### config.mk
export PLATFORM = sky130hd
export DESIGN_NAME = dma_fifo_port
export DESIGN_NICKNAME = d
export VERILOG_FILES = /design/src/rtl/dma_fifo_port.sv
export SDC_FILE = /design/constraint.sdc
export NUM_CORES = 1
export LEC_CHECK = 0
export ABC_AREA = 0
export ABC_CLOCK_PERIOD_IN_PS = 5900
export CAP_MARGIN = 40
export CORE_ASPECT_RATIO = 1.75
export CORE_MARGIN = 5
export CORE_UTILIZATION = 35
export DETAILED_ROUTE_END_ITERATION = 6
export GPL_TIMING_DRIVEN = 0
export MAX_ROUTING_LAYER = met4
export PLACE_DENSITY = 0.63
export RECOVER_POWER = 100
export SETUP_SLACK_MARGIN = 0.1
export SLEW_MARGIN = 0
export SYNTH_ARGS = -nofsm -noshare
export SYNTH_HDL_FRONTEND = slang
export SYNTH_SLANG_ARGS = --single-unit
### constraint.sdc
create_clock -name clk -period 5.9 [get_ports clk]
set_input_delay 0.885 -clock clk [delete_from_list [all_inputs] [get_ports clk]]
set_output_delay 0.885 -clock clk [all_outputs]
set_load 0.02 [all_outputs]
### src/rtl/dma_fifo_port.sv
module dma_fifo_port #(
  parameter int DEPTH = 16,
  parameter int DW    = 8,
  parameter int CW    = 16
) (
  input  logic          clk,
  input  logic          rst_n,
  input  logic          cs_n,
  input  logic          dack_n,
  input  logic          rd_n,
  input  logic          wr_n,
  input  logic [2:0]    addr,
  input  logic [DW-1:0] wdata,
  output logic [DW-1:0] rdata,
  output logic          dreq,
  output logic          irq,
  input  logic          dev_in_valid,
  input  logic [DW-1:0] dev_in_data,
  output logic          dev_in_ready,
  output logic          dev_out_valid,
  output logic [DW-1:0] dev_out_data,
  input  logic          dev_out_ready
);
  localparam int AW = $clog2(DEPTH);
  localparam logic [AW:0] FULL_LVL = (AW+1)'(DEPTH);
  localparam int PADW = DW - (AW + 1) - 3;

  logic [DW-1:0] mem [DEPTH];
  logic [AW-1:0] wptr, rptr;
  logic [AW:0]   level;
  logic          empty, full;

  logic          s_rd, s_wr, s_cs, s_dack;
  logic [2:0]    s_addr;
  logic [DW-1:0] s_wd;

  logic [DW-1:0] cmd;
  logic          dir, active, tc_flag, gross_flag;
  logic [CW-1:0] cnt_store, cnt_work;

  logic rd_done, wr_done, done, illegal, cs_acc, dack_acc;
  logic dir_ok, mismatch, dma_xfer, cmd_load;
  logic host_push, host_pop, dev_push, dev_pop, push, pop;
  logic [DW-1:0] push_data;

  assign empty = (level == '0);
  assign full  = (level == FULL_LVL);

  always_ff @(posedge clk) begin
    if (!rst_n) begin
      s_rd <= 1'b0; s_wr <= 1'b0; s_cs <= 1'b0; s_dack <= 1'b0;
      s_addr <= '0; s_wd <= '0;
    end else begin
      s_rd   <= ~rd_n;
      s_wr   <= ~wr_n;
      s_cs   <= ~cs_n;
      s_dack <= ~dack_n;
      s_addr <= addr;
      s_wd   <= wdata;
    end
  end

  assign rd_done  = s_rd & rd_n;
  assign wr_done  = s_wr & wr_n;
  assign done     = rd_done | wr_done;
  assign illegal  = done & s_cs & s_dack;
  assign cs_acc   = done & s_cs & ~s_dack;
  assign dack_acc = done & s_dack & ~s_cs;
  assign dir_ok   = rd_done ? dir : ~dir;
  assign mismatch = dack_acc & active & ~dir_ok;
  assign dma_xfer = dack_acc & active & dir_ok & dreq;
  assign cmd_load = cs_acc & wr_done & (s_addr == 3'd1) & s_wd[DW-1];

  assign dreq = active & (dir ? ~empty : ~full);
  assign irq  = tc_flag | gross_flag;

  assign host_pop  = (cs_acc & rd_done & (s_addr == 3'd0) & ~empty) | (dma_xfer & rd_done);
  assign host_push = (cs_acc & wr_done & (s_addr == 3'd0) & ~full)  | (dma_xfer & wr_done);

  assign dev_in_ready  = dir & ~full & ~host_push;
  assign dev_out_valid = ~dir & ~empty & ~host_pop;
  assign dev_out_data  = mem[rptr];
  assign dev_push = dev_in_valid & dev_in_ready;
  assign dev_pop  = dev_out_valid & dev_out_ready;

  assign push      = host_push | dev_push;
  assign pop       = host_pop | dev_pop;
  assign push_data = host_push ? s_wd : dev_in_data;

  always_ff @(posedge clk) begin
    if (push) mem[wptr] <= push_data;
  end

  always_ff @(posedge clk) begin
    if (!rst_n) begin
      wptr <= '0; rptr <= '0; level <= '0;
    end else begin
      if (push) wptr <= wptr + 1'b1;
      if (pop)  rptr <= rptr + 1'b1;
      case ({push, pop})
        2'b10:   level <= level + 1'b1;
        2'b01:   level <= level - 1'b1;
        default: level <= level;
      endcase
    end
  end

  always_ff @(posedge clk) begin
    if (!rst_n) begin
      cmd <= '0; dir <= 1'b0; active <= 1'b0;
      tc_flag <= 1'b0; gross_flag <= 1'b0;
      cnt_store <= '0; cnt_work <= '0;
    end else begin
      if (cs_acc & rd_done & (s_addr == 3'd5)) begin
        tc_flag    <= 1'b0;
        gross_flag <= 1'b0;
      end
      if (cs_acc & wr_done) begin
        case (s_addr)
          3'd1: begin
            cmd <= s_wd;
            dir <= s_wd[0];
            if (s_wd[DW-1]) begin
              cnt_work <= cnt_store;
              if (cnt_store == '0) begin
                active  <= 1'b0;
                tc_flag <= 1'b1;
              end else begin
                active <= 1'b1;
              end
            end else begin
              active <= 1'b0;
            end
          end
          3'd2: cnt_store[7:0]    <= s_wd;
          3'd3: cnt_store[CW-1:8] <= s_wd[CW-9:0];
          default: ;
        endcase
      end
      if (dma_xfer) begin
        cnt_work <= cnt_work - 1'b1;
        if (cnt_work == CW'(1)) begin
          active  <= 1'b0;
          tc_flag <= 1'b1;
        end
      end
      if (illegal | mismatch) gross_flag <= 1'b1;
    end
  end

  always_comb begin
    rdata = '0;
    if (!dack_n) begin
      rdata = mem[rptr];
    end else begin
      case (addr)
        3'd0: rdata = mem[rptr];
        3'd1: rdata = cmd;
        3'd2: rdata = cnt_work[7:0];
        3'd3: rdata = DW'(cnt_work[CW-1:8]);
        3'd4: rdata = {irq, active, dir, {PADW{1'b0}}, level};
        3'd5: rdata = {{(DW-2){1'b0}}, gross_flag, tc_flag};
        default: rdata = '0;
      endcase
    end
  end
endmodule

==> implementation parameters <==
Parameter                              Value

Setup path
  Max stage delay on crit path    0.69 ns
  Crit path from    wr_n
  Worst setup endpoint    dev_in_ready
  Cells traversed along the worst timing path    dlygate4sd3_1, and2_0, clkbuf_1, a32oi_1, nor2_1, a22oi_4, and3_1, dlygate4sd3_1
  Worst reg-to-reg path cell count    14
  CP most frequent cell    sky130_fd_sc_hd__dlygate4sd3_1
  RR Endpoint    level[2]
  Reg2Reg Launch Point    cmd[0]
  CP Class    in -> out
  Critical Path AT    4.07 ns
  R2R setup slack    1.97 ns
  Type of origin of the critical path    input port
  Crit Path Max Fanout    9
  Worst setup EP type    output pin
  Slowest cell on the critical path    sky130_fd_sc_hd__dlygate4sd3_1
  Worst EP required    5.02 ns

Die
  FP Rows    78
  DIE AREA    29300 sq um
  Die Wd    132 microns
  Die Ht    223 microns
  Total I/O pin count    47
  Total core area    25800 sq um
  Starting density of the core    35.1%

Logic synthesis
  Cell type contributing the most total cell area after synthesis    sky130_fd_sc_hd__edfxtp_1
  Leading register cell type out of synthesis    sky130_fd_sc_hd__edfxtp_1
  Cell types with the largest area share after synthesis    sky130_fd_sc_hd__edfxtp_1 42%, sky130_fd_sc_hd__dfxtp_1 17%, sky130_fd_sc_hd__mux4_2 8.0%
  Synthesis-stage register bit count    203
  Share of the synthesized area in the top cell type    42.4%
  Yosys cell types    69
  Synthesized area divided by synthesized cell count    13.1 sq um
  Cell area after synthesis    9060 sq um
  Post-synthesis sequential area ratio    59.0%
  Count leader, synth    sky130_fd_sc_hd__edfxtp_1
  Total nets after synthesis    727
  Number of enable flip-flop cells after synthesis    128
  Total of warnings raised by yosys    0
  Async SR Flop Fraction    0%
  Cell count after synthesis    690
  Most instantiated cells after synthesis    128 x sky130_fd_sc_hd__edfxtp_1, 75 x sky130_fd_sc_hd__dfxtp_1, 52 x sky130_fd_sc_hd__nor2_1

Clock network
  CTS H-Tree Depth    1
  Clock Tree Buf Depth    3
  CTS Buf Count    18
  Number of gates resized after cts    0
  Clock Tree Root    sky130_fd_sc_hd__clkbuf_16
  Setup Fix Bufs, Post-CTS    0
  TritonCTS clock tree    yes
  # clock sinks    203
  Skew-Pair Late Insertion Delay    0.48 ns
  Number of buffers added to fix hold violations after cts    0
  Clock input transition at the sequential cells of the worst setup and hold paths    0.07 ns

Cells and area
  Layout cell share with drive strength beyond 1    12.3%
  Area grow syn2layout    15.3%
  Finished Layout Cells    1086
  Final Cell Area    10400 sq um
  Net count, final    790
  Final core utilization    40.5%

Pwr
  Switch Pwr    577 uW
  Static Leakage    3.53 nW
  Pwr Density    264 nW/um^2
  Logic pwr share    3.8%
  Sw Share    20.9%
  Worst IR drop on VDD    0.000151 V
  Pint    2.18 mW
  Share of power burned in the clock network    40.9%
  Part of the total power dissipated in sequential elements    55.3%

Detailed routing
  Antenna Nets Post-Route    0
  Starting DRT DRC Count    517
  Via density per instance    5.51
  Router iterations before antenna repair    7
  Vias post-DR    5980
  Number of design rule violations left after detail routing    0
  Total wire length    23300 microns
  Wire length per cell after detailed routing    21.5 microns

STA
  Worst max-slew margin expressed relative to the limit    45.3%
  Post-Route Setup TNS    0 ns
  Tcrit/Tclk final    84.0%
  Worst clock skew    0.0167 ns
  Count of final hold-check violations    0
  Setup violations, final    0
  Highest achievable clock rate    202 MHz
  Post-layout min period    4.95 ns
  Setup repair after global routing missed its margin    no
  Slew Viols, Final    0
  Transition time at the pin with the least slew margin    0.821 ns
  Min Hold Slack    0.490 ns

Place
  Port bufs    43
  HPWL after DPL    17500 microns
  Number of placed instances, taps included    1053
  Placed Instance Area    9890 sq um
  Routability congestion estimate from global placement    0.938

Run status
  Outcome    completed

Global routing
  Grt ovf    0
  Overall routing resource usage    16.3%
  Initial antenna violation count    1
  Wire length of the first global-routing pass    36400 microns
  Vias in the first global route    6183
  Pin count of the biggest net entering global routing    17

Min path
  Min-delay worst type    reg -> reg

Flow run
  Reported max-cap violation count    0
==> metal layers <==
metal	part of all wire [%]	up-vias	GRT usage (%)	wire, microns
li1	-	2794	-	-
met2	55	189	30.0	12700
met1	37	2953	17.7	8610
met4	3.8	0	6.44	875
met3	4.7	44	1.79	1100
met5	0	-	-	0
==> registers in the layout, summed over array words and instances, names as in the netlist, 3 cells and up, named ones only <==
| signal | cells |
|---|---|
| wptr | 4 |
| s_wd | 8 |
| s_addr | 3 |
| cnt_work | 16 |
| cnt_store | 16 |
| mem | 128 |
| cmd | 8 |
| rptr | 4 |
| level | 5 |
==> power groups by stage <==
stage | Sequential [mW] | Clock [mW] | Combinational (mW)
floorplan | 1.55 | 0 | 0.0593
global placement | 1.56 | 0 | 0.107
detailed placement | 1.56 | 0 | 0.109
CTS | 1.52 | 1.15 | 0.109
global route | 1.52 | 1.21 | 0.114
finish | 1.52 | 1.13 | 0.106
==> placed cells by master, fill, tap and decap left out, types with 7 or more instances in the layout <==
cell type / count
sky130_fd_sc_hd__mux4_2: 32
sky130_fd_sc_hd__o21a_1: 7
sky130_fd_sc_hd__o21ai_0: 22
sky130_fd_sc_hd__a32oi_1: 8
sky130_fd_sc_hd__edfxtp_1: 128
sky130_fd_sc_hd__mux2_2: 17
sky130_fd_sc_hd__a21oi_1: 20
sky130_fd_sc_hd__dlygate4sd3_1: 18
sky130_fd_sc_hd__nor2_1: 53
sky130_fd_sc_hd__clkdlybuf4s50_1: 25
sky130_fd_sc_hd__clkbuf_1: 35
sky130_fd_sc_hd__and2_1: 7
sky130_fd_sc_hd__nand2_1: 32
sky130_fd_sc_hd__nor3_1: 11
sky130_fd_sc_hd__a22oi_1: 10
sky130_fd_sc_hd__ha_1: 10
sky130_fd_sc_hd__clkbuf_16: 19
sky130_fd_sc_hd__dfxtp_1: 75
sky130_fd_sc_hd__and3_1: 19
sky130_fd_sc_hd__a31oi_1: 10
sky130_fd_sc_hd__inv_1: 15
sky130_fd_sc_hd__mux2i_1: 40
sky130_fd_sc_hd__nand3_1: 19
sky130_fd_sc_hd__o211ai_1: 7
sky130_fd_sc_hd__buf_2: 7
sky130_fd_sc_hd__mux2_1: 8
==> metrics by stage <==
step | worst slack [ns] | power (mW)
after global routing | 0.807 | 2.85
after detailed placement | 1.26 | 1.66
after CTS | 1.43 | 2.78
final | 0.947 | 2.76
after floorplan | 2.40 | 1.61
after global placement | 1.28 | 1.66
==> how the worst min path moves through the flow <==
stage                     startpoint  endpoint  slack [ns]  cells after the start
after floorplan               cmd[7]    cmd[7]        0.45                      2
after global placement        cmd[7]    cmd[7]        0.48                      2
after detailed placement      cmd[7]    cmd[7]        0.48                      2
after CTS                     cmd[7]    cmd[7]        0.49                      2
after global routing          cmd[7]    cmd[7]        0.53                      2
final                         cmd[7]    cmd[7]        0.49                      2
==> cell type report <==
| cell class | instances | area [sq um] |
|---|---|---|
| diodes | 1 | 2.50 |
| well taps | 320 | 400 |
| multi-input cells | 428 | 3460 |
| plain buffers | 43 | 174 |
| flip-flops and latches | 203 | 5350 |
| repair buffers | 43 | 430 |
| fillers | 2459 | 15300 |
| inverters | 16 | 60.1 |
| clock buffers | 23 | 520 |
| clock inverters | 9 | 48.8 |
==> critical path: cells and delay by family <==
| kind | cells | cell delay [ns] |
|---|---|---|
| AOI/OAI and AO/OA | 2 | 1.02 |
| buffers and inverters | 3 | 1.47 |
| and+or+nand+nor | 3 | 0.70 |
==> logic make-up (layout without fill, tap and decap cells) <==
logic type	Yosys count	in the layout	synth area share [%]
simple gates	205	205	12.3
mux	97	97	15.5
xor+xnor	5	5	0.484
other cells	0	1	0
buf+inv	59	134	2.67
flops	203	203	59.0
fa+ha+maj	10	10	1.38
compound gates	111	111	8.66
No activity file was read; power rests on OpenSTA's default activity.
